**src/rtl/bitpat_pkg.sv**
```systemverilog
package bitpat_pkg;

  // State register coding choices
  typedef enum logic [1:0] {
    ENC_BIN    = 2'd0,
    ENC_GRAY   = 2'd1,
    ENC_ONEHOT = 2'd2
  } enc_e;

  // Search progress: how much of 1-0-0-1 has been seen
  localparam int PH_W = 3;
  typedef enum logic [PH_W-1:0] {
    PH_IDLE = 3'd0,   // nothing useful seen
    PH_1    = 3'd1,   // "1"
    PH_10   = 3'd2,   // "10"
    PH_100  = 3'd3,   // "100"
    PH_DONE = 3'd4    // full match (registered-output style only)
  } phase_e;

endpackage

```
**src/rtl/bitpat_step.sv**
```systemverilog
module bitpat_step
  import bitpat_pkg::*;
#(
  parameter bit MEALY   = 1'b0,
  parameter bit OVERLAP = 1'b1
) (
  input  phase_e cur,
  input  logic   bit_in,
  input  logic   bit_vld,
  output phase_e nxt,
  output logic   match
);

  always_comb begin
    nxt   = cur;
    match = 1'b0;
    if (bit_vld) begin
      unique case (cur)
        PH_IDLE: nxt = bit_in ? PH_1 : PH_IDLE;
        PH_1:    nxt = bit_in ? PH_1 : PH_10;
        PH_10:   nxt = bit_in ? PH_1 : PH_100;
        PH_100: begin
          if (bit_in) begin
            match = 1'b1;
            if (MEALY) nxt = OVERLAP ? PH_1 : PH_IDLE;
            else       nxt = PH_DONE;
          end else begin
            nxt = PH_IDLE;
          end
        end
        PH_DONE: begin
          if (bit_in) nxt = PH_1;
          else        nxt = OVERLAP ? PH_10 : PH_IDLE;
        end
        default: nxt = PH_IDLE;
      endcase
    end
  end

endmodule

```
**src/rtl/bitpat_statereg.sv**
```systemverilog
module bitpat_statereg
  import bitpat_pkg::*;
#(
  parameter enc_e ENC = ENC_BIN,
  parameter int   NST = 5
) (
  input  logic   clk,
  input  logic   rst,
  input  phase_e nxt,
  output phase_e cur
);

  localparam int CW = (ENC == ENC_ONEHOT) ? NST : $clog2(NST);
  localparam logic [CW-1:0] RST_CODE = (ENC == ENC_ONEHOT) ? CW'(1) : '0;

  logic [CW-1:0]   code_q;
  logic [CW-1:0]   code_d;
  logic [PH_W-1:0] nv;

  assign nv = nxt;

  always_ff @(posedge clk) begin
    if (rst) code_q <= RST_CODE;
    else     code_q <= code_d;
  end

  generate
    if (ENC == ENC_ONEHOT) begin : g_onehot
      logic [PH_W-1:0] pos;
      int              ones;

      always_comb begin
        code_d = '0;
        for (int i = 0; i < CW; i++) code_d[i] = (int'(nv) == i);
      end

      always_comb begin
        pos  = '0;
        ones = 0;
        for (int i = 0; i < CW; i++) begin
          if (code_q[i]) begin
            pos  = PH_W'(i);
            ones = ones + 1;
          end
        end
        cur = (ones == 1) ? phase_e'(pos) : PH_IDLE;
      end


      onehot_legal_chk: assert property (@(posedge clk) disable iff (rst)
        $onehot(code_q));

    end else begin : g_dense
      logic [CW-1:0] idx;

      if (ENC == ENC_GRAY) begin : g_gray
        always_comb code_d = CW'(nv ^ (nv >> 1));
        always_comb begin
          idx[CW-1] = code_q[CW-1];
          for (int i = CW - 2; i >= 0; i--) idx[i] = idx[i+1] ^ code_q[i];
        end
      end else begin : g_bin
        always_comb code_d = CW'(nv);
        always_comb idx = code_q;
      end

      always_comb cur = (int'(idx) < NST) ? phase_e'(PH_W'(idx)) : PH_IDLE;


      code_legal_chk: assert property (@(posedge clk) disable iff (rst)
        int'(idx) < NST);
    end
  endgenerate

endmodule

```
**src/rtl/bitpat_emit.sv**
```systemverilog
module bitpat_emit
  import bitpat_pkg::*;
#(
  parameter bit MEALY = 1'b0
) (
  input  logic   rst,
  input  phase_e cur,
  input  logic   match,
  output logic   hit
);

  generate
    if (MEALY) begin : g_mealy
      assign hit = match & ~rst;
    end else begin : g_moore
      logic unused_match;
      assign unused_match = match;
      assign hit = (cur == PH_DONE) & ~rst;
    end
  endgenerate

endmodule

```
**src/rtl/bitpat_detect.sv**
```systemverilog
module bitpat_detect
  import bitpat_pkg::*;
#(
  parameter bit   MEALY   = 1'b0,
  parameter bit   OVERLAP = 1'b1,
  parameter enc_e ENC     = ENC_BIN
) (
  input  logic clk,
  input  logic rst,
  input  logic bit_in,
  input  logic bit_vld,
  output logic hit
);

  localparam int NST = MEALY ? 4 : 5;

  phase_e cur;
  phase_e nxt;
  logic   match;

  bitpat_step #(.MEALY(MEALY), .OVERLAP(OVERLAP)) u_step (
    .cur     (cur),
    .bit_in  (bit_in),
    .bit_vld (bit_vld),
    .nxt     (nxt),
    .match   (match)
  );

  bitpat_statereg #(.ENC(ENC), .NST(NST)) u_state (
    .clk (clk),
    .rst (rst),
    .nxt (nxt),
    .cur (cur)
  );

  bitpat_emit #(.MEALY(MEALY)) u_emit (
    .rst   (rst),
    .cur   (cur),
    .match (match),
    .hit   (hit)
  );


  idle_hold_chk: assert property (@(posedge clk) disable iff (rst)
    !bit_vld |=> $stable(cur));

  generate
    if (MEALY) begin : g_mealy_chk

      mealy_fire_chk: assert property (@(posedge clk) disable iff (rst)
        hit |-> (bit_vld && bit_in && cur == PH_100));

      mealy_resume_chk: assert property (@(posedge clk) disable iff (rst)
        hit |=> (cur == (OVERLAP ? PH_1 : PH_IDLE)));
    end else begin : g_moore_chk

      moore_rise_chk: assert property (@(posedge clk) disable iff (rst)
        $rose(hit) |-> $past(bit_vld && bit_in && cur == PH_100));

      moore_resume_chk: assert property (@(posedge clk) disable iff (rst)
        (cur == PH_DONE && bit_vld && !bit_in) |=> (cur == (OVERLAP ? PH_10 : PH_IDLE)));
    end
  endgenerate

endmodule

```
**config.mk**
```make
export PLATFORM = sky130hd
export DESIGN_NAME = bitpat_detect
export DESIGN_NICKNAME = d
export VERILOG_FILES = /design/src/rtl/bitpat_pkg.sv /design/src/rtl/bitpat_step.sv /design/src/rtl/bitpat_statereg.sv /design/src/rtl/bitpat_emit.sv /design/src/rtl/bitpat_detect.sv
export SDC_FILE = /design/constraint.sdc
export NUM_CORES = 1
export LEC_CHECK = 0
export BUFFER_PORTS_ARGS = -buffer_cell sky130_fd_sc_hd__buf_4
export CORE_AREA = 4 4 41 43
export DETAILED_ROUTE_END_ITERATION = 12
export DIE_AREA = 0 0 45 47
export PLACE_DENSITY_LB_ADDON = 0.08
export REMOVE_ABC_BUFFERS = 1
export SLEW_MARGIN = 20
export SYNTH_ARGS = -nofsm -noshare
export SYNTH_HDL_FRONTEND = slang
export SYNTH_HIERARCHICAL = 1
export SYNTH_SLANG_ARGS = --single-unit
```
**constraint.sdc**
```tcl
create_clock -name clk -period 1.15 [get_ports clk]
set_input_delay 0.23 -clock clk [delete_from_list [all_inputs] [get_ports clk]]
set_output_delay 0.23 -clock clk [all_outputs]
set_load 0.02 [all_outputs]
```
Word level (Yosys, flattened, before mapping)
Cells that the tools add are included.

Register bits after elaboration: 3. Input bits: 4. Output and inout bits: 1. Word-level logic and storage cells: 17.

Magnitude comparators: 1. Equality and inequality tests: 4. Muxes and demuxes: 7. Bitwise gates (word level): 2. Reduce and logical (&&, ||, !) cells: 2.

Operators by type and width (number): one-hot mux 3 bit (4 select lines) (1); 2-to-1 mux 3 bit (3); == test 3 x 2 -> 1 bit, second input constant (2); 2-to-1 mux 2 bit (2); == test 3 x 1 -> 1 bit, second input constant (1); == test 3 bit, second input constant (1); zero test 3 bit (1); less-than comparator 3 bit, second input constant (1); OR reduction 2 bit (1); bitwise AND 1 bit (1); 2-to-1 mux 1 bit (1); NOT 1 bit (1).

Logic depth before layout (Yosys ltp)
Depth after elaboration: 6. Mapped depth: 5. Depth with buffers taken out: 5.

Modules after synthesis
The synthesis kept the hierarchy.

By module, submodules not included: bitpat_statereg (times used 1, cells an instance 9, area each 108.9 um^2, sequential area each 60.1 um^2); bitpat_step (times used 1, cells an instance 14, area each 102.6 um^2, sequential area each 0.0 um^2); bitpat_emit (times used 1, cells an instance 1, area each 15.0 um^2, sequential area each 0.0 um^2).

Least setup slack after synthesis
Ideal clock, no wire load.

Path kind: register to output. Start: register u_state.code_q[1]. End: output hit. Data arrival time: 1.142 ns. Data required time: 0.920 ns. Slack: -0.222 ns. Cell stages (with the launch flop): 3. Path buffers: 0. Cell sequence: dfxtp_1 > nor3b_2 > nor4b_2.

Longest elaborated chain between the ends: 4.

Ends and longest elaborated chain: start, declared (line bitpat_statereg.sv:16) `logic [CW-1:0] code_q;`; start signal, assigned (line bitpat_statereg.sv:24) `else code_q <= code_d;`; less-than comparator 3 bit (line bitpat_statereg.sv:67) `always_comb cur = (int'(idx) < NST) ? phase_e'(PH_W'(idx)) : PH_IDLE;`; 2-to-1 mux 3 bit (line bitpat_statereg.sv:67); via cur[2] (line bitpat_detect.sv:17) `phase_e cur;`; == test 3 bit (line bitpat_emit.sv:18) `assign hit = (cur == PH_DONE) & ~rst;`; bitwise AND 1 bit (line bitpat_emit.sv:18); end, declared (line bitpat_detect.sv:12) `output logic hit`.

The timed path passes the listed nets, and every way through them passes these cells.

Final worst setup path
Start: register u_state.code_q[2]. End: output hit.

Same word-level chain as after synthesis.

==> out/qor.yml <==
worst_setup_path:
  cpPeakStageDelay_ns: 0.32
  path_cells: "and2b_2 -> nor4b_4 -> buf_4"
  cp.depth: 3
  cpMaxStageDelayCell: "dfxtp_2"
  path_max_fanout: 3
  worst-setup-path-type: "reg2out"
  cp-end-kind: "output pin"
  arrival_ns: 1.20
  path_buf_inv: 1
  ff2ff_path_depth: 6
  crit_family: "simple AND/OR/NAND/NOR gates"
  critPathRequiredTime_ns: 0.92
  cp-start-kind: "register"
global_route:
  grt_pass1_vias: 216
  grt.overflow.total: 0
  grt_antenna_before_repair: 0
  grt_use_total_pct: 6.777
  grt_pass1_wl_um: 903
  grt_max_degree: 9
drt:
  antenna_left: 0
  first_iter_violations: 3
  drc_errors: 0
  wirelength_um: 505
  viasPerCell: 4.286
  dr.pass1.iters: 2
  wl_per_cell_um: 10.31
  dr_total_vias: 210
sta:
  final-max-slew-violation-count: 0
  fin_crit_sh_pct: 124.6
  setup_tns_ns: -0.7306
  fin_ws_ns: -0.2830
  max-slew-margin-rel_pct: 87.54
  max_freq_mhz: 697.9
  setup_viol: 3
  period_needed_ns: 1.433
  finalHoldViolCount: 0
  worstMarginPinSlew_ns: 0.1861
  rsz0062_at_grt: "true"
  fin_skew_ns: 0.0005746
  fin_hold_ws_ns: 0.1971
die:
  dieArea_um2: 2115
  core_um2: 1301
  fp.dieW_um: 45
  die-height_um: 47
  start_util_pct: 17.12
  rows: 13
  io_pins: 5
synthesis:
  syn-instance-count: 23
  netlist_area_um2: 222.7
  syn_area_per_cell_um2: 9.683
  ys_warn_count: 6
finish:
  layout_commonest_cell: "buf_4"
  fin_util_pct: 25.96
  top_regs: "u_state/code_q x3"
  final_cells: 49
  regArea_um2: 61.31
  drive_above_1_share_pct: 52.94
  nFillCells: 141
  antenna_cells: 0
  fin_nets: 39
  layout_common_cells: "buf_4 (6), nor2b_1 (4), clkbuf_4 (3)"
  final_cell_area_um2: 337.8
  largest_reg_flops: 3
  largest-register: "u_state/code_q"
  area_growth_pct: 51.69
  multi_input_area_um2: 175.2
cts:
  htree_levels: 1
  clock-sinks: 3
  cts_tree: "yes"
  clock_latency_ns: 0.23
  clockBufferDepth: 2
  cts_buffers: 3
  clock-root-buffer: "clkbuf_4"
  path_clk_slew_ns: 0.04
placement:
  place_inst: 43
  place.gp.congestion: 0.7892
  dp_hpwl_um: 365.6
  port_buffers: 4
  dpl-instance-area_um2: 279.0
pwr:
  switchingPower_uw: 89.97
  p_int_uw: 273.4
  p_leak_nw: 0.1348
  ir_drop_v: 0.0003063
  p_per_area_nw_per_um2: 1076
  pwr-share-clk_pct: 50.8
  p_comb_share_pct: 18.3
  switching_share_pct: 24.76
  p_seq_share_pct: 30.9
outcome:
  status: "finished with violations"
  violations: "negative setup slack"
run:
  maxCapViolations: 0
worst_hold_path:
  hold_path_depth: 2
  hold_class: "in2reg"
==> worst paths after layout <==
| path | slack (ns) | start | to |
|---|---|---|---|
| setup / recovery | -0.28 | u_state/code_q[2] | hit |
| hold reg to reg | 0.81 | u_state/code_q[1] | u_state/code_q[2] |
| hold / removal | 0.20 | rst | u_state/code_q[2] |
| setup reg to reg | -0.23 | u_state/code_q[2] | u_state/code_q[0] |
==> power groups by stage <==
stage	registers [mW]	logic, mW	clock network [mW]
2_1_floorplan	0.113	0.0330	0
3_3_place_gp	0.114	0.0538	0
3_5_place_dp	0.114	0.0539	0
4_1_cts	0.112	0.0637	0.195
5_1_grt	0.113	0.0724	0.207
6_report	0.112	0.0664	0.185
==> per-layer routing <==
metal | share of wire, % | routed length [um] | vias to the layer above | global-route usage [%]
met5 | 0 | 0 | - | 0
met4 | 0 | 0 | 0 | 8.772
met3 | 0.40 | 2 | 0 | 3.448
met2 | 51 | 260 | 3 | 8.757
met1 | 48 | 242 | 98 | 6.998
li1 | - | - | 109 | -
==> area by class of cell <==
class | instances | share of cell area (%)
clock buffers | 4 | 7.778
multi-input cells | 20 | 51.85
flip-flops and latches | 3 | 18.15
well taps | 15 | 5.556
repair buffers | 7 | 16.67
==> repair_timing <==
item / CTS / global route
setup buffers: 2 / 0
gates cloned: 0 / 0
endpoints found under the setup margin: 3 / 4
hold buffers: 0 / 0
endpoints found under the hold margin: 0 / 0
resized for setup: 3 / 1
pin swaps: 3 / 0
==> per-stage QoR <==
step	power [mW]	setup slack [ns]
after floorplan	0.1464	-0.1897
after global placement	0.1675	-0.1331
after detailed placement	0.1677	-0.1349
after CTS	0.3706	-0.2941
after global routing	0.3922	-0.3593
final	0.3634	-0.2830
No activity file was read; power rests on OpenSTA's default activity.
